[src/rtl/bist_pkg.sv]
package bist_pkg;

  typedef enum logic [2:0] {
    SEL_PCLK    = 3'd0,
    SEL_OSC100  = 3'd1,
    SEL_OSC75   = 3'd2,
    SEL_OSC50   = 3'd3,
    SEL_OSC37P5 = 3'd4,
    SEL_OSC25   = 3'd5
  } clk_sel_e;

  typedef enum logic [1:0] {
    MODE_10B    = 2'd0,
    MODE_12B_HF = 2'd1,
    MODE_12B_LF = 2'd2,
    MODE_SPARE  = 2'd3
  } data_mode_e;

  // Strap codes: fixed oscillator rates, independent of the data mode.
  function automatic clk_sel_e strap_decode(input logic [1:0] code);
    case (code)
      2'b01:   strap_decode = SEL_OSC50;
      2'b10:   strap_decode = SEL_OSC25;
      default: strap_decode = SEL_PCLK;
    endcase
  endfunction

  // Fast rate for register code 01; code 10 picks the next half step.
  function automatic clk_sel_e fast_rate(input logic [1:0] mode);
    case (mode)
      MODE_10B:    fast_rate = SEL_OSC100;
      MODE_12B_HF: fast_rate = SEL_OSC75;
      default:     fast_rate = SEL_OSC50;
    endcase
  endfunction

  function automatic clk_sel_e half_rate(input logic [1:0] mode);
    case (mode)
      MODE_10B:    half_rate = SEL_OSC50;
      MODE_12B_HF: half_rate = SEL_OSC37P5;
      default:     half_rate = SEL_OSC25;
    endcase
  endfunction

  function automatic clk_sel_e reg_decode(input logic [1:0] code,
                                          input logic [1:0] mode);
    case (code)
      2'b01:   reg_decode = fast_rate(mode);
      2'b10:   reg_decode = half_rate(mode);
      default: reg_decode = SEL_PCLK;
    endcase
  endfunction

  function automatic logic is_reserved(input logic [1:0] code);
    is_reserved = (code == 2'b11);
  endfunction

endpackage

[src/rtl/bist_cfg.sv]
module bist_cfg
  import bist_pkg::*;
#(
  parameter int CTRL_W   = 3,
  parameter int SRC_BIT  = 0,
  parameter int CODE_LSB = 1
) (
  input  logic              clk,
  input  logic              rst_n,
  input  logic [1:0]        strap_i,
  input  logic [1:0]        mode_i,
  input  logic              we_i,
  input  logic [CTRL_W-1:0] wdata_i,
  output logic [2:0]        clk_sel_o,
  output logic              src_reg_o,
  output logic [1:0]        code_o,
  output logic              rsvd_o
);

  localparam int CODE_W = 2;

  logic              src_q;
  logic [CODE_W-1:0] code_q;
  logic              rsvd_q;
  logic [CODE_W-1:0] wcode;
  clk_sel_e          sel_strap;
  clk_sel_e          sel_reg;

  assign wcode = wdata_i[CODE_LSB +: CODE_W];

  always_ff @(posedge clk or negedge rst_n) begin
    if (!rst_n) begin
      src_q  <= 1'b0;
      code_q <= '0;
      rsvd_q <= 1'b0;
    end else if (we_i) begin
      src_q  <= wdata_i[SRC_BIT];
      code_q <= wcode;
      if (is_reserved(wcode)) rsvd_q <= 1'b1;
    end
  end

  always_comb begin
    sel_strap = strap_decode(strap_i);
    sel_reg   = reg_decode(code_q, mode_i);
    clk_sel_o = src_q ? sel_reg : sel_strap;
  end

  assign src_reg_o = src_q;
  assign code_o    = code_q;
  assign rsvd_o    = rsvd_q;

endmodule

[src/rtl/bist_phase.sv]
module bist_phase (
  input  logic clk,
  input  logic rst_n,
  output logic tick_o,
  output logic half_o
);

  logic ph_q;

  always_ff @(posedge clk or negedge rst_n) begin
    if (!rst_n) ph_q <= 1'b0;
    else        ph_q <= ~ph_q;
  end

  // Second half of a pixel period: the sampling edge ends it.
  assign tick_o = ph_q;
  assign half_o = ph_q;

endmodule

[src/rtl/bist_session.sv]
module bist_session #(
  parameter int CNT_W = 8
) (
  input  logic             clk,
  input  logic             rst_n,
  input  logic             tick_i,
  input  logic             run_i,
  input  logic             vld_i,
  input  logic             err_i,
  output logic             start_evt_o,
  output logic             end_evt_o,
  output logic             err_hit_o,
  output logic             cnt_zero_o,
  output logic             err_pix_o,
  output logic             vpix_o,
  output logic             vval_o,
  output logic [CNT_W-1:0] cnt_o
);

  localparam logic [CNT_W-1:0] CNT_MAX = '1;

  function automatic logic [CNT_W-1:0] sat_inc(input logic [CNT_W-1:0] v);
    sat_inc = (v == CNT_MAX) ? v : v + 1'b1;
  endfunction

  logic             running_q;
  logic [CNT_W-1:0] cnt_q;
  logic             err_pix_q;
  logic             vpix_q;
  logic             vval_q;

  assign start_evt_o = tick_i &  run_i & ~running_q;
  assign end_evt_o   = tick_i & ~run_i &  running_q;
  assign err_hit_o   = tick_i &  run_i &  running_q & vld_i & err_i;
  assign cnt_zero_o  = (cnt_q == '0);

  always_ff @(posedge clk or negedge rst_n) begin
    if (!rst_n) begin
      running_q <= 1'b0;
      cnt_q     <= '0;
      err_pix_q <= 1'b0;
      vpix_q    <= 1'b0;
      vval_q    <= 1'b1;
    end else if (tick_i) begin
      err_pix_q <= err_hit_o;
      vpix_q    <= end_evt_o;
      if (end_evt_o) vval_q <= cnt_zero_o;
      if (start_evt_o) begin
        running_q <= 1'b1;
        cnt_q     <= '0;
      end else if (end_evt_o) begin
        running_q <= 1'b0;
      end else if (err_hit_o) begin
        cnt_q <= sat_inc(cnt_q);
      end
    end
  end

  assign err_pix_o = err_pix_q;
  assign vpix_o    = vpix_q;
  assign vval_o    = vval_q;
  assign cnt_o     = cnt_q;

endmodule

[src/rtl/bist_pass_drv.sv]
module bist_pass_drv (
  input  logic clk,
  input  logic rst_n,
  input  logic tick_i,
  input  logic end_evt_i,
  input  logic cnt_zero_i,
  input  logic err_pix_i,
  input  logic vpix_i,
  input  logic vval_i,
  output logic pass_o
);

  logic pass_q;
  logic first_half_val;
  logic second_half_val;

  // The sampling edge loads the first-half level; the middle edge loads the second half.
  always_comb begin
    first_half_val  = end_evt_i ? cnt_zero_i : 1'b1;
    second_half_val = vpix_i ? vval_i : ~err_pix_i;
  end

  always_ff @(posedge clk or negedge rst_n) begin
    if (!rst_n)      pass_q <= 1'b1;
    else if (tick_i) pass_q <= first_half_val;
    else             pass_q <= second_half_val;
  end

  assign pass_o = pass_q;

endmodule

[src/rtl/bist_ctrl_unit.sv]
module bist_ctrl_unit #(
  parameter int CTRL_W = 3,
  parameter int CNT_W  = 8
) (
  input  logic              clk,
  input  logic              rst_n,
  input  logic              run_i,
  input  logic              frame_vld_i,
  input  logic              frame_err_i,
  input  logic [1:0]        strap_i,
  input  logic [1:0]        mode_i,
  input  logic              reg_we_i,
  input  logic [CTRL_W-1:0] reg_wdata_i,
  output logic              pass_o,
  output logic [2:0]        clk_sel_o,
  output logic [CNT_W-1:0]  err_cnt_o,
  output logic              rsvd_o
);

  logic       tick;
  logic       half;
  logic       start_evt;
  logic       end_evt;
  logic       err_hit;
  logic       cnt_zero;
  logic       err_pix;
  logic       vpix;
  logic       vval;
  logic       cfg_src_reg;
  logic [1:0] cfg_code;

  bist_cfg #(.CTRL_W(CTRL_W)) u_cfg (
    .clk       (clk),
    .rst_n     (rst_n),
    .strap_i   (strap_i),
    .mode_i    (mode_i),
    .we_i      (reg_we_i),
    .wdata_i   (reg_wdata_i),
    .clk_sel_o (clk_sel_o),
    .src_reg_o (cfg_src_reg),
    .code_o    (cfg_code),
    .rsvd_o    (rsvd_o)
  );

  bist_phase u_phase (
    .clk    (clk),
    .rst_n  (rst_n),
    .tick_o (tick),
    .half_o (half)
  );

  bist_session #(.CNT_W(CNT_W)) u_sess (
    .clk         (clk),
    .rst_n       (rst_n),
    .tick_i      (tick),
    .run_i       (run_i),
    .vld_i       (frame_vld_i),
    .err_i       (frame_err_i),
    .start_evt_o (start_evt),
    .end_evt_o   (end_evt),
    .err_hit_o   (err_hit),
    .cnt_zero_o  (cnt_zero),
    .err_pix_o   (err_pix),
    .vpix_o      (vpix),
    .vval_o      (vval),
    .cnt_o       (err_cnt_o)
  );

  bist_pass_drv u_pass (
    .clk        (clk),
    .rst_n      (rst_n),
    .tick_i     (tick),
    .end_evt_i  (end_evt),
    .cnt_zero_i (cnt_zero),
    .err_pix_i  (err_pix),
    .vpix_i     (vpix),
    .vval_i     (vval),
    .pass_o     (pass_o)
  );

endmodule

[config.mk]
export PLATFORM = sky130hd
export DESIGN_NAME = bist_ctrl_unit
export DESIGN_NICKNAME = d
export VERILOG_FILES = /design/src/rtl/bist_pkg.sv /design/src/rtl/bist_cfg.sv /design/src/rtl/bist_phase.sv /design/src/rtl/bist_session.sv /design/src/rtl/bist_pass_drv.sv /design/src/rtl/bist_ctrl_unit.sv
export SDC_FILE = /design/constraint.sdc
export NUM_CORES = 1
export LEC_CHECK = 0
export ABC_CLOCK_PERIOD_IN_PS = 1300
export BUFFER_PORTS_ARGS = -buffer_cell sky130_fd_sc_hd__buf_2
export CAP_MARGIN = 5
export CORE_ASPECT_RATIO = 1.25
export CORE_MARGIN = 3
export CORE_UTILIZATION = 46
export DETAILED_ROUTE_END_ITERATION = 7
export PLACE_DENSITY = 0.74
export SYNTH_ARGS = -nofsm -noshare
export SYNTH_HDL_FRONTEND = slang
export SYNTH_SLANG_ARGS = --single-unit
[constraint.sdc]
create_clock -name clk -period 1.3 [get_ports clk]
set_input_delay 0 -clock clk [delete_from_list [all_inputs] [get_ports clk]]
set_output_delay 0 -clock clk [all_outputs]
set_load 0.1 [all_outputs]
==> results of run 1 <==
## synth_stat cells, types with 2 or more instances
cell and count:
dfrtp_1 16, inv_1 13, nand2_1 10, o21ai_0 7, ha_1 6, nor2_1 6
a21oi_1 5, nand3_1 4, nor3_1 4, a211oi_1 2, a21o_1 2, dfstp_2 2
mux2_2 2, or3_1 2
## flip-flops by register name, summed over array words and instances, names as in the netlist
register and flops:
u_cfg.src_reg_o 1, u_sess.err_pix_o 1, u_sess.vval_o 1, u_sess.cnt_o 8, u_sess.running_q 1, u_pass.pass_o 1, u_cfg.rsvd_o 1, u_cfg.code_o 2
u_phase.half_o 1, u_sess.vpix_o 1
## area by class of cell
| type | count | area (sq um) |
|---|---|---|
| Multi-Input combinational cell | 71 | 586 |
| Sequential cell | 18 | 478 |
| Fill cell | 146 | 478 |
| Timing Repair Buffer | 46 | 375 |
| Inverter | 13 | 48.8 |
| Clock buffer | 4 | 36.3 |
| Tap cell | 20 | 25.0 |
## timing repair
item                                    CTS  global route
buffers inserted                          4             0
resized for setup                        11            12
endpoints found under the setup margin   11            16
endpoints found under the hold margin    22             0
hold buffers                              5             0
pin swaps                                 4             4
## path summary, 6_finish.rpt
kind | to | slack, ns | cells after the start
worst max-delay path | clk_sel_o[1] | -0.27 | 5
worst min-delay path | u_sess.vval_o | 0.02 | 3
worst max register to register | u_sess.cnt_o[3] | -0.14 | 5
worst min register to register | u_cfg.rsvd_o | 0.47 | 1
max in group asynchronous | u_sess.cnt_o[0] | 0.81 | 2
min in group asynchronous | u_sess.cnt_o[6] | 0.15 | 2
## power groups by stage
| stage | registers, mW | clock network [mW] | logic, mW |
|---|---|---|---|
| 6_report | 0.624 | 0.349 | 0.407 |
| 5_1_grt | 0.628 | 0.379 | 0.438 |
| 4_1_cts | 0.624 | 0.349 | 0.402 |
| 3_5_place_dp | 0.631 | 0 | 0.365 |
| 3_3_place_gp | 0.628 | 0 | 0.355 |
| 2_1_floorplan | 0.688 | 0 | 0.176 |
## cell families after synthesis
kind of cell / Yosys count / share of synthesized area
XOR/XNOR: 1 / 0.00872
flip-flops: 18 / 0.451
AND/OR/NAND/NOR: 35 / 0.196
AO/OA/AOI/OAI: 26 / 0.182
multiplexers: 3 / 0.0324
adder cells (fa/ha/maj): 6 / 0.0747
buffers and inverters: 14 / 0.0560
## metal layers
metal  part of all wire  vias up  wire length [um]
met1               0.36      472               904
met4              0.014        0                34
li1                   -      467                 -
met5                  0        -                 0
met3              0.043        7               108
met2               0.58       25              1470
## stage by stage
step	hold slack, ns	instances
4_1_cts	0.0155	172
5_1_grt	0.0337	172
2_1_floorplan	-0.296	103
3_3_place_gp	-0.0559	159
6_report	0.0206	172
3_5_place_dp	-0.0471	159
## worst max-delay path: stages (launching register included)
cell and delay [ns]:
dfrtp_1 0.43, inv_2 0.08, ha_4 0.27, a21oi_1 0.05, mux2_4 0.28, buf_12 0.17
==> out/results.ini, run 1 <==
[placement]
placedInstanceArea_sq_um=1350
post-dp-hpwl_um=1840
pre_cts_ws_ns=-0.110
place.gp.congestion=0.826
portBuffers=25

[synth]
synth_fp_nets=122
yosys.area.top_type_share=0.399
yosysWarnings=0
async_flop_share=1.00
synth.area.top_cells=dfrtp_1, ha_1, dfstp_2, inv_1, nand2_1
synth_edf_count=0
synth_cell_types=36
synth_seq_cells=18
ys.flop_type=dfrtp_1
yosysTopAreaCell=dfrtp_1
ys_seq_area_frac=0.451
avgSynthCellArea_sq_um=9.75
syn-cell-area_sq_um=1000
synth_cells=103

[sta]
tns_ns=-1.01
slew_headroom=0.678
fmax_ghz=0.637
slew_violations=0
fin_ws_ns=-0.270
timing.final.crit_share=1.21
fin_skew_ns=0.00953
rsz0062_at_grt=yes
finalCriticalPeriod_ns=1.57
finalHoldViolations=0
worstMarginPinSlew_ns=0.486
setup_viol=9

[clock_network]
cts_sinks=18
cts_tree=built
cts_buffers=3
cts.reportedPaths.clkPinSlew_ns=0.11
root_buffer=clkbuf_4
insertion_delay_ns=0.30
h-tree-depth=1
clock_path_buffers=2

[floorplan]
die_x_um=47.8
dieArea_sq_um=2780
start_util=0.496
die_y_um=58.3
ios=26
core_sq_um=2030
rows=18

[grt]
grt_pass1_wl_um=4040
grt_max_degree=19
antenna_found_initial=0
grt_busiest_layer=met2
met1_usage=0.202
overflow=0
grt_util_met3=0.0342
grtUsageTotal=0.198
use_met2=0.378
grt_pass1_vias=1010

[power_and_ir_drop]
ir_drop_mv=0.600
switching_power_mw=0.461
p_int_mw=0.918
sw_frac_of_total=0.334
clkPwrFrac=0.253
p_comb_frac=0.295
seqPwrFrac=0.452
power_mw=1.38
p_leak_nw=0.722
power.density_nw_per_um2=890

[setup_path]
cp_max_fo=2
required_ns=1.30
start_kind=flop
end_kind=output port
path_class=flop to output port
crit_arrival_ns=1.57
timing.critical_path.from=u_cfg.code_o[0]
worstReg2RegStart=u_sess.cnt_o[0]

[route]
drt-initial-drc-count=7
viasPerCell=5.65
via_count=971
post_drt_wl_per_cell_um=14.6
routed_wl_um=2510
drc_errors=0
drtPass1Iterations=4
ant_nets=0

[layout]
area.growth.synth_to_final_pct=54.2
antennaDiodeCount=0
final_common_cell=buf_2
nNetsFinal=172
fin_util=0.764
layout_common_cells=buf_2, buf_4, inv_1, nand2_1, dfrtp_1
stdcell_area_sq_um=1550
final_layout_size_suffix_gt1_frac=0.526

[worst_hold_path]
min_from=run_i
hp-class=input port to flop

[run_status]
status=finished, violations left
violations=setup timing

[job]
maxCapViolCount=0

(Power assumes the default switching activity.)
==> inputs of run 2 (changes only) <==
--- a/config.mk
+++ b/config.mk
@@ -9,7 +9,7 @@
 export BUFFER_PORTS_ARGS = -buffer_cell sky130_fd_sc_hd__buf_2
 export CAP_MARGIN = 5
 export CORE_ASPECT_RATIO = 1.25
-export CORE_MARGIN = 3
+export CORE_MARGIN = 4
 export CORE_UTILIZATION = 46
 export DETAILED_ROUTE_END_ITERATION = 7
 export PLACE_DENSITY = 0.74
==> run 2 against run 1 <==
  * The flow still finishes with violations (setup timing)
  * Worst hold slack lost 0.011 ns
  * Non-clock buffer count up 1
  * Sequential power barely moved
  * Via count increased by 3.0%
  * First-iteration DRC count grew 86%
  * Design area grew 0.97%
  * Clock skew decreased by 0.0043 ns
  * Final cell count rose by 0.58%
  * Die area is 7.8% higher
  * Highest routed layer unchanged
==> out/results.ini, run 2 (synthesis results as in run 1) <==
[run_status]
status=finished, violations left
violations=setup timing

[sta]
setup_viol=10
slew_violations=0
rsz0062_at_grt=yes
finalHoldViolations=0
fmax_ghz=0.650
fin_skew_ns=0.00522
slew_headroom=0.677
fin_ws_ns=-0.238
worstMarginPinSlew_ns=0.487
whs_ns=0.00918
finalCriticalPeriod_ns=1.54
timing.final.crit_share=1.18

[layout]
stdcell_area_sq_um=1560
final_layout_size_suffix_gt1_frac=0.542
area.growth.synth_to_final_pct=55.7
largest_reg_flops=8
layout_common_cells=buf_2, buf_4, inv_1, nand2_1, dfrtp_1
nNetsFinal=173
antennaDiodeCount=0
fin_util=0.772
final_common_cell=buf_2

[route]
viasPerCell=5.78
ant_nets=0
routed_wl_um=2660
via_count=1000
drtPass1Iterations=4
drt-initial-drc-count=13
drc_errors=0
post_drt_wl_per_cell_um=15.4

[clock_network]
cts_tree=built
cts_sinks=18
root_buffer=clkbuf_4
h-tree-depth=1
cts.reportedPaths.clkPinSlew_ns=0.11
insertion_delay_ns=0.30
cts_buffers=3
clock_path_buffers=2

[grt]
overflow=0
grt_pass1_wl_um=4600
antenna_found_initial=0
grtUsageTotal=0.205
grt_pass1_vias=1076
grt_max_degree=19

[floorplan]
ios=26
die_x_um=49.8
rows=18
die_y_um=60.3
dieArea_sq_um=3000
core_sq_um=2030
start_util=0.496

[power_and_ir_drop]
p_leak_nw=0.726
ir_drop_mv=0.652
power.density_nw_per_um2=890
power_mw=1.39

[setup_path]
crit_arrival_ns=1.54
path_class=flop to output port
end_kind=output port
cp_max_fo=2
start_kind=flop
required_ns=1.30

[placement]
placedInstanceArea_sq_um=1350
place.gp.congestion=0.809
portBuffers=25
post-dp-hpwl_um=1940

[worst_hold_path]
hp-class=input port to flop

[job]
maxCapViolCount=0

-- run 2: path summary, 6_finish.rpt --
| path | start | end | slack (ns) | depth (start not counted) |
|---|---|---|---|---|
| min in group asynchronous | rst_n | u_sess.cnt_o[6] | 0.16 | 2 |
| min reg2reg | u_cfg.rsvd_o | u_cfg.rsvd_o | 0.48 | 1 |
| max in group asynchronous | rst_n | u_sess.cnt_o[0] | 0.80 | 2 |
| max | u_cfg.code_o[0] | clk_sel_o[1] | -0.24 | 5 |
| min | run_i | u_sess.vval_o | 0.009 | 3 |
| max reg2reg | u_sess.cnt_o[0] | u_sess.cnt_o[3] | -0.15 | 5 |
-- run 2: routing by layer --
layer / share of wire / global-route usage / up-vias
met3: 0.036 / 0.0224 / 7
met1: 0.39 / 0.218 / 496
li1: - / - / 469
met4: 0.020 / 0.103 / 0
met2: 0.55 / 0.399 / 28
met5: 0 / 0 / -
-- run 2: where the power goes --
| group | switching (mW) | total [mW] | internal, mW | leakage [nW] |
|---|---|---|---|---|
| sequential | 0.0295 | 0.624 | 0.595 | 0.209 |
| combinational | 0.257 | 0.412 | 0.155 | 0.495 |
| clock | 0.186 | 0.357 | 0.171 | 0.0210 |
| total | 0.472 | 1.39 | 0.921 | 0.726 |
-- run 2: what timing repair did --
| item | 4_1_cts | 5_1_grt |
|---|---|---|
| buffers inserted | 4 | 0 |
| endpoints found under the setup margin | 10 | 16 |
| pin swaps | 5 | 5 |
| hold endpoints to repair | 22 | 0 |
| resized for setup | 13 | 14 |
| hold buffers | 6 | 0 |
-- run 2: worst max-delay path, stage by stage, from the launching register on --
cell and delay, ns:
dfrtp_1 0.41, inv_2 0.07, ha_4 0.28, a21oi_2 0.04, mux2_4 0.27, buf_12 0.17
-- run 2: final cells by class --
cell class | instances | area (sq um)
flip-flops and latches | 18 | 478
clock buffers | 4 | 36.3
inverters | 13 | 48.8
fillers | 153 | 463
multi-input cells | 71 | 587
well taps | 20 | 25.0
repair buffers | 47 | 389
-- run 2: per-stage QoR --
stage	setup TNS [ns]	std cells	setup WS (ns)
6_report	-1.08	173	-0.238
3_5_place_dp	-0.341	159	-0.126
3_3_place_gp	-0.134	159	-0.0689
2_1_floorplan	-1.45	103	-0.270
4_1_cts	-1.03	173	-0.232
5_1_grt	-1.82	173	-0.356
==> inputs of run 3 (changes only) <==
--- a/config.mk
+++ b/config.mk
@@ -6,13 +6,12 @@
 export NUM_CORES = 1
 export LEC_CHECK = 0
 export ABC_CLOCK_PERIOD_IN_PS = 1300
-export BUFFER_PORTS_ARGS = -buffer_cell sky130_fd_sc_hd__buf_2
 export CAP_MARGIN = 5
-export CORE_ASPECT_RATIO = 1.25
-export CORE_MARGIN = 4
-export CORE_UTILIZATION = 46
+export CORE_ASPECT_RATIO = 0.9
+export CORE_UTILIZATION = 50
 export DETAILED_ROUTE_END_ITERATION = 7
-export PLACE_DENSITY = 0.74
+export DONT_BUFFER_PORTS = 1
+export PLACE_DENSITY = 0.68
 export SYNTH_ARGS = -nofsm -noshare
 export SYNTH_HDL_FRONTEND = slang
 export SYNTH_SLANG_ARGS = --single-unit
==> run 3 against run 2 <==
  * The run still ends with setup timing left
  * Flip-flop and latch count unchanged
  * Die area decreased by 27%
  * Clock power increased by 2%
  * Critical path depth increased by 1
  * Sequential share of layout area decreased by 1.4 points
  * Via count increased by 3.0%
  * Final cell count increased by 0.58%
  * Core utilization increased by 9.4 points
  * Sequential power increased by 3.7%
  * Global-route usage increased by 8.5 points
  * Worst hold slack improved by 0.18 ns
  * Critical path type unchanged
  * Largest cell class unchanged
==> out/results.ini, run 3 (synthesis results as in run 1) <==
[grt]
grt_max_degree=19
antenna_found_initial=0
overflow=0
grt_pass1_wl_um=4540
grtUsageTotal=0.290
grt_pass1_vias=955

[route]
routed_wl_um=3300
drc_errors=0
drt-initial-drc-count=22
post_drt_wl_per_cell_um=19.0
viasPerCell=5.92
drtPass1Iterations=4
via_count=1030
ant_nets=0

[floorplan]
core_sq_um=1900
die_y_um=44.5
dieArea_sq_um=2190
ios=26
die_x_um=49.3
rows=15
start_util=0.530

[sta]
slew_violations=0
timing.final.crit_share=1.22
fin_skew_ns=0.00491
setup_viol=12
finalCriticalPeriod_ns=1.59
fmax_ghz=0.630
slew_headroom=0.427
fin_ws_ns=-0.287
worstMarginPinSlew_ns=0.856
finalHoldViolations=0
rsz0062_at_grt=yes

[layout]
layout_common_cells=buf_4, buf_6, inv_1, nand2_1, dfrtp_1
register_area_sq_um=478
antennaDiodeCount=0
largest_reg_flops=8
final_common_cell=buf_4
multi_input_area_sq_um=632
stdcell_area_sq_um=1640
instances_no_fill=174
area.growth.synth_to_final_pct=63.3
final_layout_size_suffix_gt1_frac=0.577
nFillCells=99
nNetsFinal=169

[setup_path]
end_kind=output port
reg2reg_depth=10
cp.buffers_inverters=2
max_stage_delay_ns=0.44
cp_max_fo=2
crit_path_top_delay_cell=dfrtp_1
path_class=flop to output port
reg2reg_slack_ns=-0.27
start_kind=flop
required_ns=1.30
crit_family=flip-flops
crit_path_cell_trace=inv_2 -> ha_4 -> o21ai_2 -> a21oi_2 -> mux2_4 -> buf_12
timing.critical_path.from=u_cfg.code_o[1]
worstReg2RegStart=u_cfg.code_o[1]
crit_arrival_ns=1.59
rr_endpoint=u_cfg.code_o[1]

[placement]
placedInstanceArea_sq_um=1310
portBuffers=0
pre_cts_ws_ns=-0.127
place_inst=152
post-dp-hpwl_um=1790
place.gp.congestion=0.859

[clock_network]
cts_tree=built
cts_sinks=18
cts_buffers=3
h-tree-depth=1
clock_path_buffers=2
root_buffer=clkbuf_4
insertion_delay_ns=0.31
cts.reportedPaths.clkPinSlew_ns=0.11

[job]
maxCapViolCount=0

[worst_hold_path]
holdPathStages=4
min_from=frame_vld_i
hp-class=input port to flop
whs_endpoint=u_sess.cnt_o[0]

[run_status]
violations=setup timing
status=finished, violations left

[power_and_ir_drop]
power.density_nw_per_um2=899
p_leak_nw=0.740
ir_drop_mv=0.668

-- run 3: layer usage --
layer / vias to the layer above / global-route usage / share of wire
li1: 460 / - / -
met1: 505 / 0.328 / 0.38
met2: 48 / 0.515 / 0.52
met3: 17 / 0.0825 / 0.052
met4: 0 / 0.135 / 0.045
met5: - / 0 / 0
-- run 3: worst min-delay path, delay by kind of cell --
family / cells / cell delay, ns
compound gates: 1 / 0.13
xor+xnor: 1 / 0.13
simple gates: 2 / 0.21
-- run 3: layout make-up --
class	count	area share
flip-flops and latches	18	0.291
multi-input cells	71	0.385
inverters	13	0.0328
clock buffers	4	0.0221
repair buffers	43	0.249
well taps	25	0.0191
-- run 3: worst max-delay path by stage --
stage,end,slack (ns),cells past startpoint
after detailed placement,u_sess.cnt_o[5],-0.13,5
after global routing,clk_sel_o[1],-0.35,6
after floorplan,u_sess.cnt_o[1],-0.27,5
after CTS,clk_sel_o[1],-0.28,6
final,clk_sel_o[1],-0.29,6
after global placement,u_sess.cnt_o[5],-0.05,5
-- run 3: per-stage QoR --
step | util | hold slack (ns) | total power, mW | TNS, ns
2_1_floorplan | - | -0.296 | 0.864 | -1.45
3_3_place_gp | 0.690 | -0.295 | 0.954 | -0.149
3_5_place_dp | 0.690 | -0.295 | 0.964 | -0.353
4_1_cts | 0.816 | 0.0792 | 1.42 | -1.07
5_1_grt | 0.865 | 0.199 | 1.53 | -2.18
6_report | 0.865 | 0.185 | 1.47 | -1.57
-- run 3: timing repair --
item	4_1_cts	5_1_grt
gates resized for setup	23	17
buffers inserted	8	4
endpoints found under the hold margin	25	0
hold buffers	6	0
pin swaps	8	6
setup endpoints to repair	8	14
-- run 3: power breakdown --
part	switching, mW	total (mW)	internal (mW)
combinational	0.264	0.464	0.199
clock	0.193	0.365	0.171
sequential	0.0512	0.647	0.595
